<file path="src/rtl/pp_pkg.sv">
package pp_pkg;
    localparam int PIX_BITS  = 24;
    localparam int WORD_BITS = 128;
    localparam int SLOT_BITS = 32;

    typedef enum logic {
        PACK_PADDED = 1'b0,
        PACK_DENSE  = 1'b1
    } pack_mode_e;

    typedef enum logic [1:0] {
        EMIT_NONE    = 2'd0,
        EMIT_FULL    = 2'd1,
        EMIT_PARTIAL = 2'd2,
        EMIT_FLUSH   = 2'd3
    } emit_e;

    typedef struct packed {
        emit_e act;
        logic  clear_acc;
        logic  arm_flush;
    } step_t;

    function automatic logic [2:0] slot_bytes(pack_mode_e m);
        return (m == PACK_DENSE) ? 3'd3 : 3'd4;
    endfunction

    function automatic logic [SLOT_BITS-1:0] make_slot(logic [PIX_BITS-1:0] p);
        return SLOT_BITS'(p);
    endfunction
endpackage

</file>
<file path="src/rtl/pp_lane_merge.sv">
module pp_lane_merge #(
    parameter int WORD_W = 128,
    parameter int SLOT_W = 32,
    parameter int FILL_W = $clog2(WORD_W / 8)
) (
    input  logic [WORD_W-1:0] acc,
    input  logic [FILL_W-1:0] fill,
    input  logic [SLOT_W-1:0] slot,
    input  logic [2:0]        nbytes,
    output logic [WORD_W-1:0] word,
    output logic [WORD_W-1:0] spill,
    output logic [FILL_W-1:0] new_fill,
    output logic              done
);
    localparam int BYTES  = WORD_W / 8;
    localparam int WIDE_W = 2 * WORD_W;

    logic [WIDE_W-1:0]  wide;
    logic [WIDE_W-1:0]  slot_wide;
    logic [FILL_W:0]    sum;

    always_comb begin
        slot_wide = WIDE_W'(slot) << {fill, 3'b000};
        wide      = WIDE_W'(acc) | slot_wide;
        sum       = (FILL_W+1)'(fill) + (FILL_W+1)'(nbytes);
        done      = (sum >= (FILL_W+1)'(BYTES));
        new_fill  = sum[FILL_W-1:0];
        word      = wide[WORD_W-1:0];
        spill     = wide[WIDE_W-1:WORD_W];
    end
endmodule

</file>
<file path="src/rtl/pp_out_reg.sv">
module pp_out_reg #(
    parameter int WORD_W = 128
) (
    input  logic              clk,
    input  logic              rst,
    input  logic              load,
    input  logic [WORD_W-1:0] load_word,
    input  logic              out_ready,
    output logic              out_valid,
    output logic [WORD_W-1:0] out_word,
    output logic              free
);
    assign free = !out_valid || out_ready;

    always_ff @(posedge clk) begin
        if (rst) begin
            out_valid <= 1'b0;
            out_word  <= '0;
        end else if (load) begin
            out_valid <= 1'b1;
            out_word  <= load_word;
        end else if (out_ready) begin
            out_valid <= 1'b0;
        end
    end


    p_reset_clear_r1: assert property (@(posedge clk) rst |=> !out_valid);

    p_hold_word_r7: assert property (@(posedge clk) disable iff (rst)
        (out_valid && !out_ready) |=> (out_valid && $stable(out_word)));

    p_no_overwrite_r7: assert property (@(posedge clk) disable iff (rst)
        load |-> free);
endmodule

</file>
<file path="src/rtl/pp_mode_latch.sv">
module pp_mode_latch
    import pp_pkg::*;
(
    input  logic       clk,
    input  logic       rst,
    input  logic       accept,
    input  logic       last,
    input  pack_mode_e mode_in,
    output pack_mode_e eff_mode,
    output logic       in_frame
);
    pack_mode_e mode_q;

    always_ff @(posedge clk) begin
        if (rst) begin
            mode_q   <= PACK_PADDED;
            in_frame <= 1'b0;
        end else if (accept) begin
            if (!in_frame) mode_q <= mode_in;
            in_frame <= !last;
        end
    end

    assign eff_mode = in_frame ? mode_q : mode_in;


    p_mode_fixed_r8: assert property (@(posedge clk) disable iff (rst)
        (accept && !last) |=> (eff_mode == $past(eff_mode)));
endmodule

</file>
<file path="src/rtl/pp_pixel_packer.sv">
module pp_pixel_packer
    import pp_pkg::*;
#(
    parameter int PIX_W  = pp_pkg::PIX_BITS,
    parameter int SLOT_W = pp_pkg::SLOT_BITS,
    parameter int WORD_W = pp_pkg::WORD_BITS
) (
    input  logic              clk,
    input  logic              rst,
    input  logic              cfg_dense,
    input  logic              in_valid,
    output logic              in_ready,
    input  logic [PIX_W-1:0]  in_pixel,
    input  logic              in_sof,
    input  logic              in_eof,
    output logic              out_valid,
    input  logic              out_ready,
    output logic [WORD_W-1:0] out_word
);
    localparam int BYTES  = WORD_W / 8;
    localparam int FILL_W = $clog2(BYTES);
    localparam int SLOTS  = WORD_W / SLOT_W;

    logic [WORD_W-1:0] acc;
    logic [FILL_W-1:0] fill;
    logic              flush_pend;
    logic              out_free;
    logic              accept;
    logic              in_frame;
    pack_mode_e        eff_mode;
    logic [WORD_W-1:0] m_word;
    logic [WORD_W-1:0] m_spill;
    logic [FILL_W-1:0] m_fill;
    logic              m_done;
    logic              load;
    logic [WORD_W-1:0] load_word;
    step_t             step;
    logic              sof_unused;

    assign sof_unused = in_sof;
    assign in_ready   = out_free && !flush_pend;
    assign accept     = in_valid && in_ready;

    pp_mode_latch u_mode (
        .clk      (clk),
        .rst      (rst),
        .accept   (accept),
        .last     (in_eof),
        .mode_in  (pack_mode_e'(cfg_dense)),
        .eff_mode (eff_mode),
        .in_frame (in_frame)
    );

    pp_lane_merge #(
        .WORD_W (WORD_W),
        .SLOT_W (SLOT_W),
        .FILL_W (FILL_W)
    ) u_merge (
        .acc      (acc),
        .fill     (fill),
        .slot     (make_slot(in_pixel)),
        .nbytes   (slot_bytes(eff_mode)),
        .word     (m_word),
        .spill    (m_spill),
        .new_fill (m_fill),
        .done     (m_done)
    );

    always_comb begin
        step = '{act: EMIT_NONE, clear_acc: 1'b0, arm_flush: 1'b0};
        if (flush_pend) begin
            if (out_free) step = '{act: EMIT_FLUSH, clear_acc: 1'b1, arm_flush: 1'b0};
        end else if (accept) begin
            if (m_done) begin
                step.act = EMIT_FULL;
                if (in_eof) begin
                    step.arm_flush = (m_fill != '0);
                    step.clear_acc = (m_fill == '0);
                end
            end else if (in_eof) begin
                step.act       = (m_fill != '0) ? EMIT_PARTIAL : EMIT_NONE;
                step.clear_acc = 1'b1;
            end
        end
    end

    always_comb begin
        load      = (step.act != EMIT_NONE);
        load_word = (step.act == EMIT_FLUSH) ? acc : m_word;
    end

    pp_out_reg #(.WORD_W(WORD_W)) u_out (
        .clk       (clk),
        .rst       (rst),
        .load      (load),
        .load_word (load_word),
        .out_ready (out_ready),
        .out_valid (out_valid),
        .out_word  (out_word),
        .free      (out_free)
    );

    always_ff @(posedge clk) begin
        if (rst) begin
            acc        <= '0;
            fill       <= '0;
            flush_pend <= 1'b0;
        end else begin
            if (step.clear_acc) begin
                acc  <= '0;
                fill <= '0;
            end else if (accept) begin
                acc  <= m_done ? m_spill : m_word;
                fill <= m_fill;
            end
            if (step.arm_flush)                flush_pend <= 1'b1;
            else if (step.act == EMIT_FLUSH)   flush_pend <= 1'b0;
        end
    end

    // every pad byte of a word built in the padded layout is zero
    logic pads_zero;
    always_comb begin
        pads_zero = 1'b1;
        for (int s = 0; s < SLOTS; s++)
            if (m_word[s*SLOT_W+PIX_W +: (SLOT_W-PIX_W)] != '0) pads_zero = 1'b0;
    end

    p_pad_zero_r2: assert property (@(posedge clk) disable iff (rst)
        (accept && eff_mode == PACK_PADDED) |-> pads_zero);

    p_slot_align_r2: assert property (@(posedge clk) disable iff (rst)
        (in_frame && eff_mode == PACK_PADDED) |-> (fill[1:0] == 2'b00));

    p_flush_blocks_r6: assert property (@(posedge clk) disable iff (rst)
        flush_pend |-> !in_ready);

    p_stall_ready_r7: assert property (@(posedge clk) disable iff (rst)
        (out_valid && !out_ready) |-> !in_ready);

    p_frame_end_r5: assert property (@(posedge clk) disable iff (rst)
        (accept && in_eof) |=> (!in_frame && (flush_pend || fill == '0)));
endmodule

</file>
<file path="config.mk">
export PLATFORM = sky130hd
export DESIGN_NAME = pp_pixel_packer
export DESIGN_NICKNAME = d
export VERILOG_FILES = /design/src/rtl/pp_pkg.sv /design/src/rtl/pp_lane_merge.sv /design/src/rtl/pp_out_reg.sv /design/src/rtl/pp_mode_latch.sv /design/src/rtl/pp_pixel_packer.sv
export SDC_FILE = /design/constraint.sdc
export NUM_CORES = 1
export LEC_CHECK = 0
export ABC_AREA = 1
export BUFFER_PORTS_ARGS = -buffer_cell sky130_fd_sc_hd__buf_2
export CORE_MARGIN = 1.5
export CORE_UTILIZATION = 33
export CTS_CLUSTER_SIZE = 40
export DETAILED_ROUTE_END_ITERATION = 10
export RECOVER_POWER = 50
export SLEW_MARGIN = 30
export SYNTH_ARGS = -nofsm -noshare
export SYNTH_HDL_FRONTEND = slang
export SYNTH_SLANG_ARGS = --single-unit
</file>
<file path="constraint.sdc">
create_clock -name clk -period 3.1 [get_ports clk]
set_clock_uncertainty 0.15 [all_clocks]
set_input_delay 0.62 -clock clk [delete_from_list [all_inputs] [get_ports clk]]
set_output_delay 0.62 -clock clk [all_outputs]
set_load 0.02 [all_outputs]
</file>
==> flow_summary_export.csv, run 1 <==
group,metric,value,unit
critical_path,required,3410,ps
run,max_cap_violations,0,
sta,tightest_slew,1110,ps
layout,nFillCells,4207,
clocking,cts_resized,0,
power,irDropWorstVdd,0.000429,V
synth,synthTopCellsByArea,"dfxtp_1, nand2_1, nor2_1, nand3_1, nand3b_1",
power,seq_power_share,41.5,%
sta,rsz0062_at_grt,"false",
sta,whs,190,ps
critical_path,cp_num_buf_inv,6,
global_routing,grt_pass1_vias,11800,
critical_path,crit_slowest_cell,"clkbuf_2",
power,power_density,592,nW/um^2
layout,synthToLayoutAreaGrowth,14.7,%
global_routing,antenna_found_initial,18,
power,clock_power_share,38.7,%
critical_path,cp-endpoint,"acc[11]$_SDFFE_PP0P_",
clocking,cts_buffers,29,
synth,ys_seq_elements,264,
route,wl,43000,um
sta,fin_crit,2820,ps
clocking,post_cts_buffers,0,
die,dieArea,40800,um^2
layout,nets,2038,
die,start_util,33.7,%
clocking,path_clk_slew,70,ps
synth,yosys_warnings,0,
layout,multi_input_area,6490,um^2
synth,synth_seq_area_share,40.4,%
die,fp.dieW,202,um
layout,register_area,5290,um^2
clocking,clkSinkCount,264,
clocking,cts_max_level,1,
route,drtIter0Drc,1081,
sta,fmax,355,MHz
clocking,clock_path_buffers,3,
critical_path,crit_path_start,"u_mode.mode_q$_SDFFE_PP0P_",
power,p_comb_share,19.7,%
critical_path,rr_endpoint,"acc[11]$_SDFFE_PP0P_",
synth,synth.top_cell.area_share,40.4,%
sta,tns,0,ps
critical_path,worstPathCellList,"inv_1, nand2_1, o21ai_0, inv_1, ha_1, inv_1, fa_1, inv_1, nand2_1, nand2_1, nand2_1, nor2_1, buf_4, clkbuf_2, o21ai_0, nand2_1, nor2_1",
place,hpwlAfterDp,28200,um
route,vias,12900,
global_routing,grt_max_degree,104,
global_routing,grt_pass1_wl,67100,um
global_routing,grt_overflow,0,
sta,setup_viol,0,
layout,design_area,15000,um^2
die,io_pins,161,
synth,syn_nets,1957,
critical_path,critPathArrivalTime,3130,ps
run_status,outcome,"complete, no violations",
critical_path,startpoint_type,"register",
critical_path,r2r-start,"u_mode.mode_q$_SDFFE_PP0P_",
route,viasPerCell,5.05,
die,rows,72,
critical_path,cp_max_fo,20,
place,dp_cells,2490,
critical_path,worst_r2r_path_depth,17,
place,io_buffers,159,
power,switching_share,31.1,%
critical_path,cp_common_cell,"nand2_1",
critical_path,cpLargestDelayFamily,"buffers and inverters",
clocking,cts-root-buf,"clkbuf_16",
route,drtPass1Iterations,6,
global_routing,grt_usage,20.5,%
sta,period_share,90.9,%
clocking,hold_buffers,0,
synth,netlist_area,13100,um^2
layout,drive_gt1_share,7.26,%
clocking,clock_latency,570,ps
clocking,cts_tree,"yes",
route,drc,0,
layout,utilization,38.6,%
sta,final_hold_viol_count,0,
synth,netlist_instances,1922,
critical_path,worst-path-stages,17,
route,wire_per_inst,16.9,um
sta,relSlewSlack,26.1,%
synth,syn_area_per_cell,6.80,um^2
power,internal_power,6.11,mW
place,place_congestion,0.862,
layout,final_cells,2552,
place,placed_area,14300,um^2
critical_path,max_stage_delay,410,ps
sta,maxSlewViolCount,0,
power,p_switching,2.76,mW
synth,synth_cell_types,34,
die,die_y,202,um
synth,yosysTopAreaCell,"dfxtp_1",
power,p_leak,6.54,nW
critical_path,reg2reg_slack,280,ps
die,coreArea,38800,um^2
critical_path,crit_path_end_kind,"register",
worst_hold_path,hp-class,"in -> reg",
route,postRouteAntennaNets,0,
critical_path,criticalPathCategory,"reg -> reg",
kinds of logic after synthesis:
kind of cell	count (synthesis)	synth area share [%]
buffers and inverters	281	9.61
AOI/OAI and AO/OA	196	9.13
and+or+nand+nor	1177	40.4
adders and majority gates	4	0.440
DFF	264	40.4
registers in the layout, summed over array words and instances (netlist names):
register and cells:
u_out.out_valid 1, u_mode.in_frame 1, u_mode.mode_q 1, flush_pend 1
fill 4, acc 128, u_out.out_word 128
routing by layer:
layer | global-route usage, % | vias up | share of wire, %
met1 | 27.4 | 5964 | 44
met2 | 30.9 | 402 | 44
met5 | 0 | - | 0.19
met4 | 6.69 | 16 | 3.0
met3 | 6.85 | 92 | 9.2
li1 | - | 6426 | -
tightest hold or removal path, stage by stage:
cell	delay, ps
buf_2	110
nand3_1	70
a21oi_1	60
per-stage QoR:
step	total power [mW]	setup WS, ps
final	8.88	282
after floorplan	4.98	253
after global placement	5.53	114
after CTS	9.01	311
after detailed placement	5.55	44.1
after global routing	9.32	55.6
cells in the final DEF (no fill, tap or decap), drive strengths merged, types with 6 or more instances in the layout:
cell type,count
o21bai,40
nand3b,94
nor3,18
o21ai,21
diode,10
a21oi,120
dfxtp,264
buf,74
nor2,354
clkbuf,181
inv,123
a31oi,6
nand2,418
nand3,222
nand4,68
worst min path at each step:
stage,start,end,slack (ps),cells after the start
finish,in_eof,flush_pend$_SDFFE_PP0P_,190,3
global route,in_eof,flush_pend$_SDFFE_PP0P_,200,3
CTS,in_eof,flush_pend$_SDFFE_PP0P_,180,3
detailed placement,acc[65]$_SDFFE_PP0P_,acc[65]$_SDFFE_PP0P_,300,2
global placement,acc[44]$_SDFFE_PP0P_,acc[44]$_SDFFE_PP0P_,290,2
floorplan,u_mode.mode_q$_SDFFE_PP0P_,u_mode.mode_q$_SDFFE_PP0P_,280,2
synthesized netlist by cell type (all sizes together):
cell	count
nand2	418
nor2	354
dfxtp	264
nand3	222
inv	122
a21oi	120
buf	101
nand3b	94
nand4	68
clkbuf	57
o21bai	40
o21ai	21
nor3	18
a31oi	6
a211oi	3
a41oi	3
ha	3
o211ai	3
and2	1
clkinv	1
fa	1
nor4	1
or2	1
layout make-up:
| cell class | count | share of cell area, % |
|---|---|---|
| Inverter | 123 | 3.08 |
| Sequential cell | 264 | 35.3 |
| Tap cell | 518 | 4.32 |
| Multi-Input combinational cell | 1377 | 43.3 |
| Antenna cell | 10 | 0.167 |
| Clock buffer | 47 | 5.89 |
| Timing Repair Buffer | 208 | 7.62 |
| Clock inverter | 5 | 0.375 |
power by group through the flow:
stage | combinational, mW | sequential [mW] | clock (mW)
final | 1.75 | 3.69 | 3.44
after global routing | 1.95 | 3.71 | 3.66
after CTS | 1.81 | 3.69 | 3.52
after detailed placement | 1.79 | 3.76 | 0
after global placement | 1.78 | 3.75 | 0
after floorplan | 1.07 | 3.90 | 0
Power figures use the tool's default switching activity.
==> run 2: changes to the inputs <==
Settings changed: SETUP_SLACK_MARGIN set to 0.5.
==> flow_summary_export.csv, run 2 (synthesized netlist as in run 1, its figures left out) <==
group,metric,value,unit
global_routing,grt_pass1_wl,67800,um
sta,final_hold_viol_count,0,
route,viasPerCell,5.14,
global_routing,grt_overflow,0,
critical_path,crit_slowest_cell,"nand3_1",
sta,rsz0062_at_grt,"true",
sta,fmax,364,MHz
critical_path,startpoint_type,"register",
route,drtIter0Drc,1180,
route,drtPass1Iterations,5,
route,postRouteAntennaNets,0,
sta,whs,202,ps
place,dp_cells,2480,
route,wl,46200,um
power,irDropWorstVdd,0.000405,V
layout,register_area,5290,um^2
clocking,cts_max_level,1,
power,p_total,9.35,mW
critical_path,cp_max_fo,36,
clocking,clock_latency,560,ps
place,hpwlAfterDp,27700,um
clocking,cts-root-buf,"clkbuf_16",
critical_path,critPathArrivalTime,3090,ps
die,coreArea,38800,um^2
die,dieArea,40800,um^2
critical_path,cpLargestDelayFamily,"simple AND/OR/NAND/NOR gates",
sta,fin_crit,2750,ps
clocking,cts_buffers,30,
layout,nFillCells,4105,
critical_path,cp_num_buf_inv,5,
critical_path,criticalPathCategory,"reg -> reg",
layout,multi_input_area,6710,um^2
critical_path,crit_path_end_kind,"register",
die,io_pins,161,
layout,final_cells,2568,
sta,maxSlewViolCount,0,
route,wire_per_inst,18.0,um
layout,drive_gt1_share,10.6,%
worst_hold_path,hp-class,"in -> reg",
route,drc,0,
power,p_leak,6.86,nW
layout,synthToLayoutAreaGrowth,21.3,%
die,rows,72,
route,vias,13200,
critical_path,max_stage_delay,390,ps
place,place_congestion,0.872,
clocking,clkSinkCount,264,
global_routing,antenna_found_initial,12,
clocking,path_clk_slew,60,ps
sta,relSlewSlack,25.4,%
clocking,hold_buffers,0,
sta,setup_viol,0,
layout,nets,2057,
critical_path,cp_common_cell,"inv_2",
sta,period_share,88.6,%
die,start_util,33.7,%
global_routing,grt_max_degree,104,
run_status,outcome,"complete, no violations",
die,die_y,202,um
layout,final_common_cell,"nand2_1",
sta,tightest_slew,1120,ps
global_routing,grt_usage,20.6,%
clocking,cts_tree,"yes",
run,max_cap_violations,0,
global_routing,grt_pass1_vias,12100,
worst_hold_path,min_path_cells,3,
layout,top_regs,"acc (128), u_out.out_word (128), fill (4)",
place,io_buffers,159,
critical_path,worst-path-stages,15,
critical_path,worstPathCellList,"inv_1, nand2_2, o21ai_4, inv_2, ha_4, inv_2, fa_2, inv_2, nand2_2, a21oi_2, nor2_4, nor2_4, nand3_1, buf_12, nor2_1",
die,fp.dieW,202,um
power,power_density,590,nW/um^2
layout,final_cell_mix,"nand2_1, nor2_1, dfxtp_1, nand3_1, clkbuf_1",
clocking,clock_path_buffers,3,
sta,tns,0,ps
critical_path,worst_r2r_path_depth,15,
critical_path,required,3440,ps
run 2: changes by cell type in the layout (fill, tap and decap cells not counted), sizes merged:
cell,change
clkbuf,+10
bufinv,+1
buf,+9
clkinvlp,-1
diode,-4
clkinv,+1
run 2: power by group:
group	switching, mW	leakage [nW]	internal, mW	total (mW)
sequential	0.103	2.15	3.59	3.69
combinational	1.36	4.21	0.673	2.03
clock	1.45	0.495	2.18	3.63
total	2.92	6.86	6.44	9.35
run 2: timing repair:
item	in CTS	in global routing
setup endpoints to repair	157	127
setup buffers	5	6
gates resized for setup	16	71
hold endpoints to repair	0	0
pin swaps	3	18
gates cloned	2	15
run 2: stage by stage:
stage	cell area (um^2)	util [%]	setup WS [ps]
floorplan	13100	-	497
global placement	14300	36.8	119
detailed placement	14300	36.8	42.0
CTS	15400	39.7	491
global route	15800	40.8	235
finish	15900	40.8	353
run 2: final timing paths:
check | startpoint | end | slack [ps]
max | u_mode.mode_q$_SDFFE_PP0P_ | acc[49]$_SDFFE_PP0P_ | 350
min | in_eof | flush_pend$_SDFFE_PP0P_ | 200
max reg2reg | u_mode.mode_q$_SDFFE_PP0P_ | acc[49]$_SDFFE_PP0P_ | 350
min reg2reg | acc[75]$_SDFFE_PP0P_ | acc[75]$_SDFFE_PP0P_ | 300
run 2: metal layers:
metal / GRT usage, % / wire (um) / vias up
li1: - / - / 6465
met4: 5.89 / 1060 / 12
met3: 4.87 / 3570 / 85
met2: 32.1 / 20800 / 418
met5: 0 / 71 / -
met1: 28.3 / 20700 / 6212
run 2: worst reg2reg max path, stage by stage, from the launching register on:
cell and delay, ps:
dfxtp_2 310, inv_1 50, nand2_2 70, o21ai_4 60
inv_2 80, ha_4 140, inv_2 40, fa_2 370
inv_2 70, nand2_2 60, a21oi_2 190, nor2_4 90
nor2_4 110, nand3_1 390, buf_12 340, nor2_1 170
run 2: final cells by class:
| cell class | count | share of cell area, % |
|---|---|---|
| Multi-Input combinational cell | 1377 | 42.3 |
| Sequential cell | 264 | 33.4 |
| Timing Repair Buffer | 226 | 10.8 |
| Clock buffer | 48 | 5.80 |
| Tap cell | 518 | 4.09 |
| Inverter | 123 | 2.99 |
| Clock inverter | 6 | 0.513 |
| Antenna cell | 6 | 0.0947 |
==> run 3: changes to the inputs <==
Settings changed: CORE_ASPECT_RATIO set to 0.6, CTS_CLUSTER_SIZE 40 to unset, TNS_END_PERCENT set to 10.
==> flow_summary_export.csv, run 3 (synthesized netlist as in run 1, its figures left out) <==
group,metric,value,unit
layout,nets,2060,
worst_hold_path,hp-class,"in -> reg",
sta,fin_crit,2760,ps
power,switching_share,32.5,%
layout,drive_gt1_share,11.4,%
clocking,clock_latency,570,ps
sta,rsz0062_at_grt,"true",
layout,design_area,15800,um^2
power,irDropWorstVdd,0.000367,V
global_routing,grt_pass1_vias,11900,
die,coreArea,39000,um^2
clocking,path_clk_slew,70,ps
layout,synthToLayoutAreaGrowth,20.9,%
power,power_density,580,nW/um^2
layout,top_regs,"acc (128), u_out.out_word (128), fill (4)",
place,place_congestion,0.882,
clocking,hold_buffers,0,
global_routing,grt_usage,22.3,%
clocking,cts_max_level,1,
power,seq_power_share,40.2,%
place,io_buffers,159,
place,preCtsSetupSlack,-74.4,ps
critical_path,startpoint_type,"register",
power,p_leak,6.85,nW
critical_path,crit_path_end_kind,"register",
route,wire_per_inst,18.9,um
sta,tns,0,ps
die,io_pins,161,
global_routing,grt_pass1_wl,70700,um
clocking,cts_buffers,28,
global_routing,grt_max_degree,103,
sta,setup_ws,336,ps
sta,period_share,89.2,%
clocking,cts_tree,"yes",
power,internal_power,6.19,mW
place,hpwlAfterDp,29400,um
power,p_total,9.17,mW
sta,tightest_slew,1160,ps
route,postRouteAntennaNets,0,
global_routing,grt_overflow,0,
critical_path,cp_max_fo,5,
power,p_comb_share,22.6,%
clocking,clock_path_buffers,3,
layout,final_cells,2574,
die,die_y,157,um
power,p_switching,2.98,mW
route,drc,0,
route,drtIter0Drc,1619,
sta,final_hold_viol_count,0,
critical_path,criticalPathCategory,"reg -> reg",
clocking,cts-root-buf,"clkbuf_16",
sta,maxSlewViolCount,0,
power,clock_power_share,37.1,%
run_status,outcome,"complete, no violations",
layout,register_area,5300,um^2
layout,final_cell_mix,"nand2_1, nor2_1, dfxtp_1, nand3_1, clkbuf_1",
layout,multi_input_area,6710,um^2
layout,final_common_cell,"nand2_1",
place,placed_area,14200,um^2
place,dp_cells,2484,
sta,setup_viol,0,
route,vias,13600,
layout,nFillCells,4085,
critical_path,critPathArrivalTime,3120,ps
route,viasPerCell,5.30,
sta,fmax,362,MHz
clocking,clkSinkCount,264,
critical_path,required,3460,ps
die,dieArea,40900,um^2
die,rows,56,
run,max_cap_violations,0,
die,fp.dieW,260,um
route,wl,48700,um
global_routing,antenna_found_initial,15,
die,start_util,33.5,%
sta,relSlewSlack,22.4,%
route,drtPass1Iterations,8,
==> run 3: changes by cell type in the layout (fill, tap and decap cells not counted), moves of 6 or more <==
cell / previous run / this run
a21oi_1: 108 / 94
a21oi_2: 12 / 26
buf_4: 19 / 25
clkbuf_1: 140 / 134
nor2_1: 323 / 331
nor2_4: 15 / 3
==> run 3: power by group through the flow <==
stage          logic (mW)  registers (mW)  clock network, mW
2_1_floorplan        1.08            3.91                  0
3_3_place_gp         1.79            3.75                  0
3_5_place_dp         1.81            3.75                  0
4_1_cts              1.95            3.68               3.47
5_1_grt              2.25            3.71               3.62
6_report             2.08            3.69               3.40
==> run 3: per-stage QoR <==
step | hold slack, ps | util [%]
finish | 200 | 40.5
detailed placement | 294 | 36.5
global placement | 289 | 36.5
global route | 210 | 40.5
CTS | 188 | 39.9
floorplan | 279 | -
==> run 3: worst paths after layout <==
| path | start | end | slack [ps] | cells after the start |
|---|---|---|---|---|
| min reg2reg | acc[41]$_SDFFE_PP0P_ | acc[41]$_SDFFE_PP0P_ | 300 | 2 |
| max reg2reg | u_mode.in_frame$_SDFFE_PP0P_ | u_out.out_word[10]$_SDFFE_PP0P_ | 340 | 16 |
| max | u_mode.in_frame$_SDFFE_PP0P_ | u_out.out_word[10]$_SDFFE_PP0P_ | 340 | 16 |
| min | in_eof | flush_pend$_SDFFE_PP0P_ | 200 | 3 |
==> run 3: routing by layer <==
layer	vias to the layer above	GRT usage, %	part of all wire [%]
met5	-	0	0.13
li1	6477	-	-
met1	6456	33.0	47
met3	74	6.88	12
met2	617	30.6	39
met4	10	5.87	2.0
==> run 3: cell type report <==
type                    instances  area share, %
clock inverters                11          0.586
diodes                          8          0.127
clock buffers                  38           5.18
repair buffers                231           11.1
well taps                     522           4.13
inverters                     123           3.01
flip-flops and latches        264           33.5
multi-input cells            1377           42.4
==> run 3: repair_timing <==
action                                  CTS  global route
endpoints found under the setup margin  242           258
pin swaps                                 5            14
resized for setup                        38            44
cloned                                    7            11
setup buffers                            11             4
==> run 3: worst max-delay path, cell delays in order, from the launching register on <==
cell	delay, ps
dfxtp_4	360
nand2_4	60
o21ai_4	60
inv_1	120
ha_4	150
inv_2	40
fa_2	540
nand2_2	80
nor2_4	130
nand3_1	150
nand2_4	190
nand2_8	120
buf_12	170
clkbuf_16	170
nand2_1	60
nand2_1	50
nor2_1	90
